**config.mk**
```make
export PLATFORM = sky130hd
export DESIGN_NAME = lane_guard
export DESIGN_NICKNAME = d
export VERILOG_FILES = /design/src/rtl/lg_pkg.sv /design/src/rtl/lg_attr_reg.sv /design/src/rtl/lg_lane_perm.sv /design/src/rtl/lane_guard.sv
export SDC_FILE = /design/constraint.sdc
export NUM_CORES = 1
export LEC_CHECK = 0
export BUFFER_PORTS_ARGS = -buffer_cell sky130_fd_sc_hd__buf_2
export CORE_ASPECT_RATIO = 1.2
export CORE_MARGIN = 2
export CORE_UTILIZATION = 30
export CTS_BUF_LIST = sky130_fd_sc_hd__clkbuf_4
export CTS_CLUSTER_SIZE = 24
export DETAILED_ROUTE_END_ITERATION = 7
export GPL_ROUTABILITY_DRIVEN = 1
export PLACE_DENSITY = 0.76
export SKIP_CTS_REPAIR_TIMING = 1
export SLEW_MARGIN = 15
export SYNTH_ARGS = -nofsm -noshare
export SYNTH_HDL_FRONTEND = slang
export SYNTH_SLANG_ARGS = --single-unit
export TNS_END_PERCENT = 50
```
**constraint.sdc**
```tcl
create_clock -name clk -period 1.95 [get_ports clk]
set_input_delay 0 -clock clk [delete_from_list [all_inputs] [get_ports clk]]
set_output_delay 0 -clock clk [all_outputs]
set_load 0.01 [all_outputs]
```
**src/rtl/lg_pkg.sv**
```systemverilog
package lg_pkg;

  localparam int CODE_W = 3;

  typedef enum logic [1:0] {
    CLS_USER_NS  = 2'd0,
    CLS_USER_S   = 2'd1,
    CLS_PRIV_S   = 2'd2
  } req_class_e;

  // bit n of each mask = level n grants the right
  localparam logic [7:0] RD_USER_NS = 8'b0000_1011;
  localparam logic [7:0] WR_USER_NS = 8'b0000_0001;
  localparam logic [7:0] RD_USER_S  = 8'b0001_1111;
  localparam logic [7:0] WR_USER_S  = 8'b0000_0111;
  localparam logic [7:0] RD_PRIV_S  = 8'b0111_1111;
  localparam logic [7:0] WR_PRIV_S  = 8'b0011_1111;

  function automatic req_class_e class_of(input logic priv, input logic secure);
    if (!secure)    return CLS_USER_NS;
    else if (!priv) return CLS_USER_S;
    else            return CLS_PRIV_S;
  endfunction

endpackage

```
**src/rtl/lg_attr_reg.sv**
```systemverilog
module lg_attr_reg #(
  parameter int W = 32
) (
  input  logic         clk,
  input  logic         rst,
  input  logic         we,
  input  logic [W-1:0] d,
  output logic [W-1:0] q
);
  always_ff @(posedge clk) begin
    if (rst)     q <= '0;
    else if (we) q <= d;
  end
endmodule

```
**src/rtl/lg_lane_perm.sv**
```systemverilog
module lg_lane_perm
  import lg_pkg::*;
#(
  parameter int ATTR_W = 8
) (
  input  logic [ATTR_W-1:0] field,
  input  req_class_e        cls,
  input  logic              write,
  output logic              grant
);
  logic [CODE_W-1:0] level;
  logic              bypass;
  logic [7:0]        rights;

  assign level  = field[CODE_W-1:0];
  assign bypass = field[ATTR_W-1];

  always_comb begin
    unique case (cls)
      CLS_USER_NS: rights = write ? WR_USER_NS : RD_USER_NS;
      CLS_USER_S:  rights = write ? WR_USER_S  : RD_USER_S;
      default:     rights = write ? WR_PRIV_S  : RD_PRIV_S;
    endcase
    grant = bypass | rights[level];
  end
endmodule

```
**src/rtl/lane_guard.sv**
```systemverilog
module lane_guard
  import lg_pkg::*;
#(
  parameter int LANES  = 4,
  parameter int LANE_W = 8,
  parameter int ATTR_W = 8
) (
  input  logic                      clk,
  input  logic                      rst,
  input  logic                      cfg_we,
  input  logic [LANES*ATTR_W-1:0]   cfg_attr,
  input  logic                      req_valid,
  input  logic                      req_write,
  input  logic                      req_priv,
  input  logic                      req_secure,
  input  logic [LANES-1:0]          req_be,
  input  logic [LANES*LANE_W-1:0]   req_wdata,
  input  logic [LANES*LANE_W-1:0]   tgt_rdata,
  output logic                      fwd_valid,
  output logic                      fwd_write,
  output logic [LANES-1:0]          fwd_be,
  output logic [LANES*LANE_W-1:0]   fwd_wdata,
  output logic                      rsp_valid,
  output logic                      rsp_err,
  output logic [LANES*LANE_W-1:0]   rsp_rdata
);
  localparam int DATA_W = LANES * LANE_W;
  localparam int CFG_W  = LANES * ATTR_W;

  logic [CFG_W-1:0]  attr_q;
  logic [LANES-1:0]  lane_grant;
  logic [LANES-1:0]  lane_ok;
  logic              allow;
  req_class_e        cls;
  logic              rd_q;
  logic [DATA_W-1:0] byte_mask;

  lg_attr_reg #(.W(CFG_W)) u_attr (
    .clk (clk),
    .rst (rst),
    .we  (cfg_we),
    .d   (cfg_attr),
    .q   (attr_q)
  );

  assign cls = class_of(req_priv, req_secure);

  for (genvar i = 0; i < LANES; i++) begin : g_lane
    lg_lane_perm #(.ATTR_W(ATTR_W)) u_perm (
      .field (attr_q[i*ATTR_W +: ATTR_W]),
      .cls   (cls),
      .write (req_write),
      .grant (lane_grant[i])
    );
    assign lane_ok[i] = ~req_be[i] | lane_grant[i];
    assign byte_mask[i*LANE_W +: LANE_W] = {LANE_W{fwd_be[i]}};
  end

  assign allow = &lane_ok;

  always_ff @(posedge clk) begin
    if (rst) begin
      fwd_valid <= 1'b0;
      fwd_write <= 1'b0;
      fwd_be    <= '0;
      fwd_wdata <= '0;
      rsp_valid <= 1'b0;
      rsp_err   <= 1'b0;
      rd_q      <= 1'b0;
    end else begin
      fwd_valid <= req_valid & allow;
      fwd_write <= req_valid & allow & req_write;
      fwd_be    <= req_be;
      fwd_wdata <= req_wdata;
      rsp_valid <= req_valid;
      rsp_err   <= req_valid & ~allow;
      rd_q      <= req_valid & allow & ~req_write;
    end
  end

  assign rsp_rdata = rd_q ? (tgt_rdata & byte_mask) : '0;
endmodule

```
Word-level counts from Yosys, hierarchy flattened
Index checks and enable logic that the tools add are counted.
- reduce and logical (&&, ||, !) cells: 2
- $add $sub $neg: 0
- equality and inequality tests: 1
- shift operators: 0
- $lt $le $gt $ge: 4
- $mul: 0
- divide/modulo/power cells: 0
- bitwise operators: 19
- mux-type cells: 15
- operators by type and width (cell ; number):
    $and 32x32->32 ; 1
    $mux 32 ; 1
    $lt 3x4->1 const B ; 4
    $pmux 8 s2 ; 1
    $bmux 1 s3 ; 4
    $or 1x1->1 ; 8
    $mux 7 ; 1
    $not 1->1 ; 6
    $mux 5 ; 1
    $and 1x1->1 ; 4
    $mux 1 ; 4
    $mux 2 ; 2
    $mux 4 ; 1
    $reduce_and 4->1 ; 1
    $eq 2x1->1 const B ; 1
    $logic_not 2->1 ; 1
- output and inout port bits: 72
- memories: 0
- word-level logic and storage cells: 49
- memory bits (read-only): 0
- memory bits (writable): 0
- bits in registers: 73
- latch bits: 0
- bits of input ports: 107

Longest topological paths before layout
- depth after elaboration: 11
- depth in mapped cells: 6
- gate-level depth less buffers: 5

By module
Synthesis repeated with hierarchy kept, for this count alone.
- cells, all modules: 276
- area, all modules: 2851.5 um^2
- modules (own cells, without submodules) (module ; cells an instance ; area an instance (um^2) ; instances ; seq. area each (um^2)):
    lane_guard ; 129 ; 1402.6 ; 1 ; 820.8
    lg_attr_reg ; 103 ; 1163.6 ; 1 ; 640.6
    lg_lane_perm ; 11 ; 71.3 ; 4 ; 0.0

Least setup slack after synthesis
OpenSTA, ideal clock, no wires.
- kind: register to register
- from: register u_attr.q[25]
- to: register rsp_err
- period minus slack after synthesis: 1.636 ns
- data arrival time: 1.521 ns
- path buffers: 0
- data required time: 1.835 ns
- stages on the path, launching flop included: 6
- slack: 0.314 ns
- path through: dfxtp_1 or2b_1 a21oi_1 o311a_1 or4_4 and2_1
- word-level cells in the longest chain between the ends: 7
- ends and longest elaborated chain (what ; line ; text):
    start, declared ; lg_attr_reg.sv:8 ; output logic [W-1:0] q
    start signal, assigned ; lg_attr_reg.sv:11 ; if (rst) q <= '0;
    start signal, assigned ; lg_attr_reg.sv:12 ; else if (we) q <= d;
    $bmux 1 s3 ; lg_lane_perm.sv:24 ; grant = bypass | rights[level];
    $mux 1 (implied by the code) ; lg_lane_perm.sv:24 ;
    $or 1x1->1 ; lg_lane_perm.sv:24 ;
    $or 1x1->1 ; lane_guard.sv:55 ; assign lane_ok[i] = ~req_be[i] | lane_grant[i];
    $reduce_and 4->1 ; lane_guard.sv:59 ; assign allow = &lane_ok;
    $not 1->1 ; lane_guard.sv:76 ; rsp_err <= req_valid & ~allow;
    $and 1x1->1 ; lane_guard.sv:76 ;
    end signal, assigned ; lane_guard.sv:76 ;
    end, declared ; lane_guard.sv:24 ; output logic rsp_err,
No other way between the ends. The select of a mux whose other input is x is not followed.
A chain may end at the register's enable or synchronous reset.

Worst setup path after layout
- from: input req_write
- to: register rsp_err
- word-level cells in the longest chain between the ends: 9
- elaborated cells on any way between the ends: 23
- classes of those cells: 12 x mux; 10 x bitwise; 1 x reduce/logical
- ends and longest elaborated chain (what ; line ; text):
    start, declared ; lane_guard.sv:13 ; input logic req_write,
    $mux 4 (tied with other cells) ; lg_lane_perm.sv:20 ; CLS_USER_NS: rights = write ? WR_USER_NS : RD_USER_NS;
    $pmux 8 s2 (*) ; lg_lane_perm.sv:19 ; unique case (cls)
    $bmux 1 s3 ; lg_lane_perm.sv:24 ;
    $mux 1 (implied by the code) ; lg_lane_perm.sv:24 ;
    $or 1x1->1 ; lg_lane_perm.sv:24 ;
    $or 1x1->1 ; lane_guard.sv:55 ;
    $reduce_and 4->1 (*) ; lane_guard.sv:59 ;
    $not 1->1 (*) ; lane_guard.sv:76 ;
    $and 1x1->1 (*) ; lane_guard.sv:76 ;
Every way passes the cells marked *; elsewhere a longest branch is shown, timed or not. The select of a mux whose other input is x is not followed.

==> out/metrics.yaml <==
status: "completed"
whs_endpoint: "u_attr.q[2]$_SDFFE_PP0P_"
diodes: 0
cts-buffers-inserted: 9
path_class: "input port to flip-flop"
crit_slowest_cell: "or4_4"
fin_cells: 531
vias: 2368
ys_seq_elements: 57
arrival_ns: 2.03
whs_path_depth: 3
fin_setup_tns_ns: 0
max_cap_violations: 0
drt_first_pass_iters: 4
die_w_um: 81.09
cts_root_buffer: "clkbuf_4"
grt_pass1_vias: 1893
r2r-start: "u_attr.q[25]$_SDFFE_PP0P_"
rsz0062_at_grt: "false"
maxSlewViolCount: 0
start_kind: "input port"
path_max_fanout: 8
dp_hpwl_mm: 4.488
setup_violations: 0
ir_drop_mv: 0.4063
drcViolationCount: 0
ys.warnings.count: 0
power.leakage_nw: 2.036
crit_family: "simple AND/OR/NAND/NOR gates"
track_usage: 0.1458
reg2reg_slack_ns: 0.22
ys_types: 27
cts.sinks: 57
hp-class: "input port to flip-flop"
start_util: 0.3122
drive_above_1_share: 0.4099
p_per_area_nw_per_um2: 633.4
portBuffers: 162
fin_nets: 546
finalHoldViolCount: 0
htreeDepth: 3
power_w: 0.002401
postSynthAreaPerCell_sq_um: 10.14
grt_overflow: 0
drtIter0Drc: 45
netlist_instances: 211
wl_per_cell_um: 13.07
hold_start: "cfg_we"
startpoint: "req_write"
worst_pin_slew_ns: 0.7302
coreArea_sq_um: 6854
via_per_inst: 4.460
rows: 33
fin_crit_sh: 0.8950
fillers: 613
worst_skew_pair.late_latency_ns: 0.39
grt_pass1_wl_mm: 8.535
wl_mm: 6.938
seq_area_frac_synth: 0.5333
detail-route-antenna-nets: 0
synth_nets: 318
reg2reg_to: "rsp_err$_SDFF_PP0_"
path_cells: "dlygate4sd3_1 -> buf_2 -> nand2b_1 -> nor4b_1 -> a211oi_1 -> or4_4 -> and2_1"
rr_worst_depth: 5
area_growth_pct: 77.19
utilization: 0.5531
cts_max_path_buffers: 2
dp_slack_ns: 0.2333
dieHeight_um: 96.51
gp_congestion: 0.7033
antenna_found_initial: 0
end_kind: "flip-flop"
fin_crit_ns: 1.745
finClkSkew_ns: 0.01190
dp_cells: 449
syn_area_sq_um: 2140
cp_slowest_stage_delay_ns: 0.58
grt_max_degree: 39
worst-path-buf-inv: 2
io_pins: 179
cts_tree: "done"
required_ns: 2.24
relSlewSlack: 0.5125
cts.clk_slew.worst_paths_ns: 0.10
setup_ws_ns: 0.2048
die-area_sq_um: 7826
fmax_mhz: 573.0
worst reg2reg max path, delay by kind of cell, from the launching register on:
family          cells  cell delay, ns
flops               1            0.34
compound gates      2            0.39
simple gates        3            0.91
where the power goes:
part	internal (W)	leakage, nW	switching [W]
combinational	0.000249	1.50	0.000160
sequential	0.00123	0.473	0.0000405
clock	0.000259	0.0597	0.000464
Yosys cell counts:
master     n  area share
inv_1      4      0.0070
nor2b_1   39        0.11
nor3b_2    2       0.012
a31oi_1    3      0.0088
and2b_1    1      0.0035
and3_1    32       0.094
and4b_2    1      0.0053
o311a_1    1      0.0047
and2_1     1      0.0029
nor4b_1    3       0.012
or4_4      1      0.0053
a211oi_1   3       0.011
buf_4      1      0.0035
nor4bb_1   1      0.0047
or2b_1     1      0.0035
nor3b_1    2      0.0070
nand2_1    3      0.0053
buf_2      1      0.0023
nand4b_1   3       0.012
a21oi_1    1      0.0023
clkbuf_1  10       0.018
nor2_1    17       0.030
o211ai_1   3       0.011
nand2b_1   1      0.0029
nand3b_1   3       0.011
dfxtp_1   57        0.53
mux2i_1   16       0.075
cell usage in the layout, fill, tap and decap left out:
cell type      instances
a211oi_1               3
a21oi_1                1
a31oi_1                3
and2_1                 1
and2b_1                1
and3_1                32
and4b_2                1
buf_2                162
buf_4                  1
clkbuf_4               9
clkinv_1               1
clkinv_2               2
clkinv_4               1
clkinvlp_4             2
dfxtp_1               57
dlygate4sd3_1         66
inv_1                  4
inv_6                  1
mux2i_1               16
nand2_1                3
nand2b_1               1
nand3b_1               3
nand4b_1               3
nor2_1                17
nor2b_1               39
nor3b_1                2
nor3b_2                2
nor4b_1                3
nor4bb_1               1
o211ai_1               3
o311a_1                1
or2b_1                 1
or4_4                  1
cell families (layout without fill, tap and decap cells):
logic type / after synthesis / after routing / synth area share
DFF: 57 / 57 / 0.5333
and+or+nand+nor: 111 / 111 / 0.3246
buffers and inverters: 16 / 249 / 0.03041
AOI/OAI and AO/OA: 11 / 11 / 0.03684
muxes: 16 / 16 / 0.07485
cell type report:
cell class,instances,area [sq um],share of cell area
repair buffers,229,1479,0.3901
flip-flops and latches,57,1141,0.3010
multi-input cells,138,933.4,0.2462
well taps,87,108.9,0.02871
clock buffers,9,67.56,0.01782
clock inverters,7,46.29,0.01221
inverters,4,15.01,0.003960
how the worst max path moves through the flow:
stage | end | cells after the start | slack (ns)
after floorplan | rsp_err$_SDFF_PP0_ | 5 | 0.31
after global placement | rsp_err$_SDFF_PP0_ | 5 | 0.25
after detailed placement | rsp_err$_SDFF_PP0_ | 5 | 0.23
after CTS | rsp_err$_SDFF_PP0_ | 5 | 0.20
after global routing | rsp_err$_SDFF_PP0_ | 5 | 0.10
final | rsp_err$_SDFF_PP0_ | 7 | 0.20
through the flow:
step                      cell area, sq um  hold WS [ns]
after floorplan                       2140       0.07074
after CTS                             3131       -0.2289
after global placement                3017        0.2070
after global routing                  3791        0.1476
after detailed placement              3017        0.2143
final                                 3791        0.1474
flip-flops by register name, indices dropped and copies added, names as in the netlist:
name,cells
fwd_valid,1
rsp_err,1
fwd_write,1
rd_q,1
fwd_wdata,32
u_attr.q,16
fwd_be,4
rsp_valid,1
metal layers:
metal  share of wire  wire length, um  GRT usage  vias up
met4           0.023              163    0.07203        0
met1            0.36             2510     0.1443     1076
met5               0                0          0        -
met3           0.069              480    0.04182       13
li1                -                -          -     1179
met2            0.55             3783     0.2748      100
Power figures use the tool's default switching activity.
